### src/rtl/odt_pkg.sv
package odt_pkg;

  typedef enum logic [1:0] {
    AL_ZERO  = 2'b00,
    AL_CL_M1 = 2'b01,
    AL_CL_M2 = 2'b10,
    AL_RSVD  = 2'b11
  } al_code_e;

  // Additive latency in cycles for a given code and CAS latency.
  function automatic int decode_al(input logic [1:0] code, input int cas_lat);
    int al;
    case (code)
      AL_CL_M1: al = (cas_lat > 1) ? cas_lat - 1 : 0;
      AL_CL_M2: al = (cas_lat > 2) ? cas_lat - 2 : 0;
      default:  al = 0;
    endcase
    return al;
  endfunction

  // Termination latency: write latency minus two, kept inside [1, max_lat].
  function automatic int term_latency(input int cwl_cyc, input int al_cyc, input int max_lat);
    int lat;
    lat = cwl_cyc + al_cyc - 2;
    if (lat < 1)       lat = 1;
    if (lat > max_lat) lat = max_lat;
    return lat;
  endfunction

endpackage

### src/rtl/odt_mode_detect.sv
module odt_mode_detect (
  input  logic dll_locked,
  input  logic rtt_nom_en,
  input  logic rtt_wr_en,
  input  logic cke,
  input  logic bank_open,
  input  logic dll_pd_on,
  output logic sync_mode
);

  logic term_enabled;
  logic clocked_state;

  assign term_enabled = rtt_nom_en | rtt_wr_en;

  // Active states and active power-down keep the clock path alive;
  // precharge power-down does so only with the DLL kept running.
  always_comb begin
    if (cke)            clocked_state = 1'b1;
    else if (bank_open) clocked_state = 1'b1;
    else                clocked_state = dll_pd_on;
  end

  assign sync_mode = dll_locked & term_enabled & clocked_state;

endmodule

### src/rtl/odt_latency_calc.sv
module odt_latency_calc #(
  parameter int CWL_W   = 4,
  parameter int CL_W    = 5,
  parameter int LAT_W   = 5,
  parameter int MAX_LAT = 25
) (
  input  logic [CWL_W-1:0] cwl,
  input  logic [CL_W-1:0]  cl,
  input  logic [1:0]       al_code,
  output logic [CL_W-1:0]  al_val,
  output logic [LAT_W-1:0] lat_calc,
  output logic             al_err
);

  int al_cyc;
  int lat_cyc;

  always_comb begin
    al_cyc   = odt_pkg::decode_al(al_code, int'(cl));
    lat_cyc  = odt_pkg::term_latency(int'(cwl), al_cyc, MAX_LAT);
    al_val   = CL_W'(al_cyc);
    lat_calc = LAT_W'(lat_cyc);
  end

  assign al_err = (al_code == odt_pkg::AL_RSVD);

endmodule

### src/rtl/odt_delay_line.sv
module odt_delay_line #(
  parameter int DEPTH = 26,
  parameter int LAT_W = 5
) (
  input  logic             clk,
  input  logic             rst_n,
  input  logic             sync_mode,
  input  logic             odt_in,
  input  logic [LAT_W-1:0] lat_calc,
  output logic [LAT_W-1:0] lat_q,
  output logic             pipe_any,
  output logic             tap_out
);

  logic [DEPTH-1:0] stage_q;
  logic [DEPTH-1:0] tap_sel;
  logic             lat_load;

  assign pipe_any = |stage_q;
  assign lat_load = ~odt_in & ~pipe_any;

  always_ff @(posedge clk) begin
    if (!rst_n) begin
      stage_q <= '0;
    end else if (!sync_mode) begin
      stage_q <= '0;
    end else begin
      stage_q <= {stage_q[DEPTH-2:0], odt_in};
    end
  end

  always_ff @(posedge clk) begin
    if (!rst_n)        lat_q <= lat_calc;
    else if (lat_load) lat_q <= lat_calc;
  end

  for (genvar i = 0; i < DEPTH; i++) begin : g_tap
    assign tap_sel[i] = (lat_q == LAT_W'(i));
  end

  assign tap_out = |(tap_sel & stage_q);

endmodule

### src/rtl/odt_latency_pipe.sv
module odt_latency_pipe #(
  parameter int MAX_CWL = 12,
  parameter int MAX_CL  = 16,
  parameter int CWL_W   = $clog2(MAX_CWL + 1),
  parameter int CL_W    = $clog2(MAX_CL + 1)
) (
  input  logic             clk,
  input  logic             rst_n,
  input  logic             odt_pin,
  input  logic             dll_locked,
  input  logic             rtt_nom_en,
  input  logic             rtt_wr_en,
  input  logic             cke,
  input  logic             bank_open,
  input  logic             dll_pd_on,
  input  logic [1:0]       al_code,
  input  logic [CL_W-1:0]  cl,
  input  logic [CWL_W-1:0] cwl,
  output logic             rtt_on,
  output logic             hi_z,
  output logic             async_mode,
  output logic             al_err
);

  localparam int MAX_LAT = MAX_CWL + MAX_CL - 3;
  localparam int DEPTH   = MAX_LAT + 1;
  localparam int LAT_W   = $clog2(DEPTH);

  logic             sync_mode;
  logic [CL_W-1:0]  al_val;
  logic [LAT_W-1:0] lat_calc;
  logic [LAT_W-1:0] lat_q;
  logic             pipe_any;
  logic             tap_out;

  odt_mode_detect u_mode (
    .dll_locked (dll_locked),
    .rtt_nom_en (rtt_nom_en),
    .rtt_wr_en  (rtt_wr_en),
    .cke        (cke),
    .bank_open  (bank_open),
    .dll_pd_on  (dll_pd_on),
    .sync_mode  (sync_mode)
  );

  odt_latency_calc #(
    .CWL_W   (CWL_W),
    .CL_W    (CL_W),
    .LAT_W   (LAT_W),
    .MAX_LAT (MAX_LAT)
  ) u_calc (
    .cwl      (cwl),
    .cl       (cl),
    .al_code  (al_code),
    .al_val   (al_val),
    .lat_calc (lat_calc),
    .al_err   (al_err)
  );

  odt_delay_line #(
    .DEPTH (DEPTH),
    .LAT_W (LAT_W)
  ) u_line (
    .clk       (clk),
    .rst_n     (rst_n),
    .sync_mode (sync_mode),
    .odt_in    (odt_pin),
    .lat_calc  (lat_calc),
    .lat_q     (lat_q),
    .pipe_any  (pipe_any),
    .tap_out   (tap_out)
  );

  assign rtt_on     = sync_mode & tap_out;
  assign hi_z       = ~rtt_on;
  assign async_mode = ~sync_mode;

endmodule

### config.mk
export PLATFORM = sky130hd
export DESIGN_NAME = odt_latency_pipe
export DESIGN_NICKNAME = d
export VERILOG_FILES = /design/src/rtl/odt_pkg.sv /design/src/rtl/odt_mode_detect.sv /design/src/rtl/odt_latency_calc.sv /design/src/rtl/odt_delay_line.sv /design/src/rtl/odt_latency_pipe.sv
export SDC_FILE = /design/constraint.sdc
export NUM_CORES = 1
export LEC_CHECK = 0
export CORE_MARGIN = 3
export CORE_UTILIZATION = 27
export DETAILED_ROUTE_END_ITERATION = 6
export PLACE_DENSITY = 0.5
export SLEW_MARGIN = 20
export SYNTH_ARGS = -nofsm -noshare
export SYNTH_HDL_FRONTEND = slang
export SYNTH_SLANG_ARGS = --single-unit
### constraint.sdc
create_clock -name clk -period 6.3 [get_ports clk]
set_input_delay 1.26 -clock clk [delete_from_list [all_inputs] [get_ports clk]]
set_output_delay 1.26 -clock clk [all_outputs]
set_load 0.01 [all_outputs]
==> results of run 1 <==
metrics by stage:
step / power (W) / setup slack (ns) / setup TNS [ns] / std cells
floorplan: 0.000313 / 0.690 / 0 / 200
global placement: 0.000354 / 0.0119 / 0 / 318
detailed placement: 0.000353 / -0.0531 / -0.105 / 318
CTS: 0.000542 / 0.224 / 0 / 326
global route: 0.000569 / 0.0209 / 0 / 326
finish: 0.000535 / 0.287 / 0 / 326
cells in the mapped netlist, drive strengths merged, types with 3 or more instances:
library cell  count  share of area
a21o              3          0.012
or3               4          0.013
nor2              7          0.014
nor3              3         0.0079
and2             25          0.083
o21ai             8          0.023
nand2b            4          0.013
buf               3          0.013
ha               18           0.12
dfxtp            26           0.28
inv              20          0.040
a21oi             6          0.016
nand2            10          0.020
mux2i             7          0.037
nor4              9          0.030
o211ai            4          0.019
edfxtp            5          0.079
o22ai             6          0.020
kinds of logic after synthesis:
kind of cell / synth area share
and+or+nand+nor: 0.223
AOI/OAI and AO/OA: 0.135
DFF: 0.355
buffers and inverters: 0.0563
adders and majority gates: 0.140
muxes: 0.0768
xor gates and xnor gates: 0.0139
flip-flops by register name, summed over array words and instances, names as in the netlist:
register	cells
u_line.stage_q	26
u_line.lat_q	5
cells in the final DEF (no fill, tap or decap), types with 4 or more instances in the layout:
cell             synthesis  layout
dfxtp_1                 26      26
clkdlybuf4s50_1          0      23
ha_1                    18      18
nor2_1                   7       7
a21oi_1                  6       6
nand2b_1                 4       4
clkbuf_8                 0       5
nor4_1                   9       8
or3_1                    4       4
o22ai_1                  6       6
and2_1                  25      25
nand2_1                 10      10
mux2i_1                  7       7
inv_1                   20      20
edfxtp_1                 5       5
buf_4                    1       7
per-layer routing:
metal	track usage	share of wire	vias up	routed length (microns)
met5	0	0	-	0
met3	0.0265	0.040	7	154
met4	0.0379	0.014	0	54
met1	0.131	0.48	690	1830
li1	-	-	779	-
met2	0.175	0.47	26	1790
layout make-up:
type,count,area share
tap,93,0.0490
clock inverter,3,0.0163
inverter,20,0.0316
sequential,31,0.282
multi-input combinational,144,0.473
clock buffer,5,0.0290
timing repair buffer,30,0.119
power breakdown:
part | switching [W] | internal (W) | leakage (nW)
clock | 0.0000701 | 0.000116 | 0.0556
sequential | 0.0000159 | 0.000212 | 0.259
combinational | 0.0000590 | 0.0000623 | 0.714
final timing paths:
check | from | slack [ns] | end | cells after the start
setup / recovery | cl[1] | 0.29 | u_line.lat_q[2]$_SDFFCE_PN0P_ | 20
hold / removal | u_line.stage_q[23]$_SDFF_PN0_ | 0.48 | u_line.stage_q[24]$_SDFF_PN0_ | 1
hold reg to reg | u_line.stage_q[23]$_SDFF_PN0_ | 0.48 | u_line.stage_q[24]$_SDFF_PN0_ | 1
setup reg to reg | u_line.stage_q[1]$_SDFF_PN0_ | 4.54 | u_line.lat_q[0]$_SDFFCE_PN1P_ | 3
critical path, cell delays in order:
cell,delay [ns]
clkdlybuf4s50_1,0.48
inv_1,0.10
ha_1,0.21
nor2_1,0.18
o21ai_2,0.11
o22ai_1,0.14
nand2b_1,0.08
ha_1,0.27
inv_1,0.04
ha_1,0.21
fa_1,0.41
a21o_1,0.17
a21o_1,0.19
fa_1,0.41
nand2b_1,0.19
or4_1,0.51
nor4_2,0.23
ha_1,0.29
a211o_1,0.34
o211a_1,0.23
==> results.yml, run 1 <==
place:
  place_hpwl_mm: 3.00
  gp_congestion: 0.737
  dpl_cell_area_sq_um: 2260
  io_buffer_count: 23
clocking:
  post_cts_buffers: 0
  clock_path_buffers: 2
  path_clk_slew_ns: 0.06
  cts_buffers: 5
  clkSinkCount: 31
  h-tree-depth: 2
  clk_latency_ns: 0.28
  clockRootBuffer: "clkbuf_8"
  cts_resized: 0
  ctsHoldBuffers: 0
  cts_tree: "done"
timing:
  max_freq_mhz: 166
  clock_skew_ns: 0.00658
  rsz0062_at_grt: "false"
  min_period_ns: 6.01
  timing.final.crit_share: 0.954
  setup_viol: 0
  whs_ns: 0.479
  slew_headroom: 0.556
  finalMaxSlewViolations: 0
  tightest_slew_ns: 0.659
  finalHoldViolCount: 0
cells_and_area:
  utilization: 0.362
  layout-drive-gt1-share: 0.0858
  layout-area-overhead-vs-synth_pct: 25.7
  fin_nets: 272
  final_area_sq_um: 2380
  multi_input_area_sq_um: 1120
  regArea_sq_um: 671
  fillers: 661
  diodes: 0
min_path:
  min_path_type: "register to register"
logic_synthesis:
  ys_ff_latch: 31
  synth-seq-area-share: 0.355
  synthesis.nets: 240
  synth.avg_cell_area_sq_um: 9.45
  netlist_instances: 200
  async_reset_ff_frac: 0
  synth_cell_type_count: 45
  yosys_most_used_dff: "dfxtp_1"
  synth_edf_count: 5
  yosys_warnings: 0
  synthesis.area_sq_um: 1890
global_routing:
  antenna_found_initial: 0
  grt_pass1_vias: 1524
  grtUsageTotal: 0.105
  grt_first_pass_wirelength_mm: 6.64
  grt-ovfl-total: 0
  grt_max_degree: 20
route:
  wl_per_cell_microns: 11.8
  drt-total-wl_mm: 3.83
  drtAntennaViolNets: 0
  dr.pass1.iters: 4
  dr_total_vias: 1502
  drtIter0Drc: 54
  viasPerCell: 4.61
  route.detailed.drc: 0
floorplanning:
  start_util: 0.288
  die_x_microns: 89.7
  die_y_microns: 89.7
  io_pins: 24
  row_count: 29
  core_area_sq_um: 6570
  dieArea_sq_um: 8040
flow_run:
  drv_cap: 0
outcome:
  outcome: "finished clean"
critical_path:
  required_ns: 6.33
  crit_type: "input pin to register"
  worstSetupStartpointType: "input pin"
  critPathCaptureType: "register"
  worstPathArrival_ns: 6.04
  crit_fanout: 5
power:
  ir_drop_uv: 75.0
  powerDensity_nw_per_um2: 225
  p_leak_nw: 1.03
(Power assumes the default switching activity.)
==> inputs of run 2 (changes only) <==
Settings changed: PLACE_DENSITY 0.5 to 0.49, SYNTH_HIERARCHICAL from default to 1.
==> run 2 against run 1 <==
  * First-iteration DRC count decreased by 26%
  * Synthesized area increased by 8.4%
  * Setup slack improved by 0.085 ns
  * Maximum frequency increased by 1.4%
  * Clock-buffer cell count increased by 2
  * Global-route usage about the same
  * Final area increased by 4.3%
  * Sequential cell count unchanged
  * Combinational power about the same
  * Power decreased by 8.7%
==> results.yml, run 2 <==
outcome:
  outcome: "finished clean"
route:
  drtIter0Drc: 40
  viasPerCell: 4.77
  dr.pass1.iters: 4
  dr_total_vias: 1673
  route.detailed.drc: 0
  wl_per_cell_microns: 12.2
  drtAntennaViolNets: 0
  drt-total-wl_mm: 4.29
critical_path:
  cp_cell_sequence: "clkdlybuf4s50_1, inv_1, ha_1, nor2_1, o21a_1, o21ai_1, a2111o_1, ha_1, inv_1, ha_1, nor2b_1, or2_1, a21o_1, inv_1, fa_1, nand2b_4, nor4_2, o21a_1, ha_1, or4_1, o32a_1"
  reg2reg_to: "u_line/lat_q[3]$_DFFE_PP_"
  crit_top_cell: "ha_1"
  crit_fanout: 6
  reg2reg_slack_ns: 4.47
  crit_type: "input pin to register"
  ff2ff_path_depth: 4
  slowest_delay_ns: 0.53
  worstPathArrival_ns: 5.95
  critPathCaptureType: "register"
  worstSetupStartpointType: "input pin"
  slowest_stage: "fa_1"
  r2r_start: "u_line/stage_q[8]$_SDFF_PN0_"
  required_ns: 6.33
floorplanning:
  die_x_microns: 93.1
  row_count: 31
  io_pins: 24
  dieArea_sq_um: 8670
  core_area_sq_um: 7290
  die_y_microns: 93.1
  start_util: 0.281
timing:
  rsz0062_at_grt: "false"
  timing.final.crit_share: 0.941
  finalHoldViolCount: 0
  min_period_ns: 5.93
  setup_viol: 0
  finalMaxSlewViolations: 0
  whs_ns: 0.493
  clock_skew_ns: 0.00126
  fin_setup_tns_ns: 0
  tightest_slew_ns: 0.726
  slew_headroom: 0.514
  max_freq_mhz: 169
clocking:
  clock_path_buffers: 2
  path_clk_slew_ns: 0.06
  post_cts_buffers: 0
  clkSinkCount: 31
  clk_latency_ns: 0.27
  h-tree-depth: 2
  cts_tree: "done"
  cts_buffers: 5
  cts_resized: 0
  ctsHoldBuffers: 0
  clockRootBuffer: "clkbuf_8"
cells_and_area:
  top_regs: "u_line/stage_q x26, u_line/lat_q x5"
  largest_reg_flops: 26
  final_cell_mix: "dfxtp_1 (26), and3_1 (25), clkdlybuf4s50_1 (23), inv_1 (20), ha_1 (18)"
  largest_register: "u_line/stage_q"
  fin_nets: 291
  regArea_sq_um: 671
  final_common_cell: "dfxtp_1"
  fillers: 780
  layout-area-overhead-vs-synth_pct: 20.9
  diodes: 0
  multi_input_area_sq_um: 1270
  layout-drive-gt1-share: 0.0794
power:
  powerDensity_nw_per_um2: 197
  ir_drop_uv: 51.4
  p_leak_nw: 1.09
global_routing:
  grt_first_pass_wirelength_mm: 7.34
  grt-ovfl-total: 0
  antenna_found_initial: 0
  grt_max_degree: 30
  grtUsageTotal: 0.105
  grt_pass1_vias: 1618
min_path:
  hp-start: "u_line/stage_q[24]$_SDFF_PN0_"
  hold_depth: 1
  min_path_type: "register to register"
  hold_end: "u_line/stage_q[25]$_SDFF_PN0_"
logic_synthesis:
  netlist_instances: 227
  yosys_warnings: 6
  synth.avg_cell_area_sq_um: 9.03
  synthesis.nets: 267
  synthesis.area_sq_um: 2050
flow_run:
  drv_cap: 0
place:
  gp_congestion: 0.856
  io_buffer_count: 23
  place_hpwl_mm: 3.33
run 2: cell types whose count changed in the layout (fill, tap and decap cells not counted), sizes merged, moves of 3 or more:
| cell | delta |
|---|---|
| nand3b | +5 |
| o211ai | -4 |
| nor2b | +4 |
| and3 | +26 |
| buf | -3 |
| o22ai | -3 |
| and2 | -23 |
| a21oi | +3 |
run 2: final cells by class:
type	count	area share
Multi-Input combinational cell	166	0.511
Sequential cell	31	0.271
Timing Repair Buffer	27	0.105
Tap cell	99	0.0500
Clock buffer	7	0.0308
Inverter	20	0.0303
Clock inverter	1	0.00202
run 2: where the power goes:
part	internal, W	switching, W	leakage (nW)
sequential	0.000208	0.0000133	0.259
combinational	0.0000619	0.0000611	0.790
clock	0.0000773	0.0000666	0.0422
total	0.000347	0.000141	1.09
run 2: worst max path at each step:
stage	from	end	slack (ns)	cells after the start
3_5_place_dp	cl[1]	u_line/lat_q[0]$_DFFE_PP_	0.09	21
5_1_grt	cl[1]	u_line/lat_q[0]$_DFFE_PP_	0.09	23
2_1_floorplan	cl[4]	u_line/lat_q[0]$_DFFE_PP_	0.86	20
6_report	cl[1]	u_line/lat_q[0]$_DFFE_PP_	0.37	21
3_3_place_gp	cl[1]	u_line/lat_q[0]$_DFFE_PP_	0.09	21
4_1_cts	cl[1]	u_line/lat_q[0]$_DFFE_PP_	0.35	21
run 2: critical path: cells and delay by family:
kind / cells / cell delay, ns
adder cells (fa/ha/maj): 5 / 1.66
buffers and inverters: 4 / 0.72
AND/OR/NAND/NOR: 6 / 1.26
AO/OA/AOI/OAI: 6 / 1.05
run 2: layer usage:
layer,vias to the layer above,global-route usage,part of all wire
met5,-,0,0
met1,764,0.128,0.47
met4,0,0.0366,0.013
li1,872,-,-
met2,33,0.177,0.46
met3,4,0.0274,0.053
run 2: per-stage QoR:
stage	cells	total power, W	util	cell area [sq um]	setup slack [ns]
after floorplan	227	0.000307	-	2050	0.857
after global placement	343	0.000350	0.328	2390	0.0870
after detailed placement	343	0.000348	0.328	2390	0.0883
after CTS	351	0.000494	0.339	2470	0.347
after global routing	351	0.000521	0.340	2480	0.0880
final	351	0.000488	0.340	2480	0.372
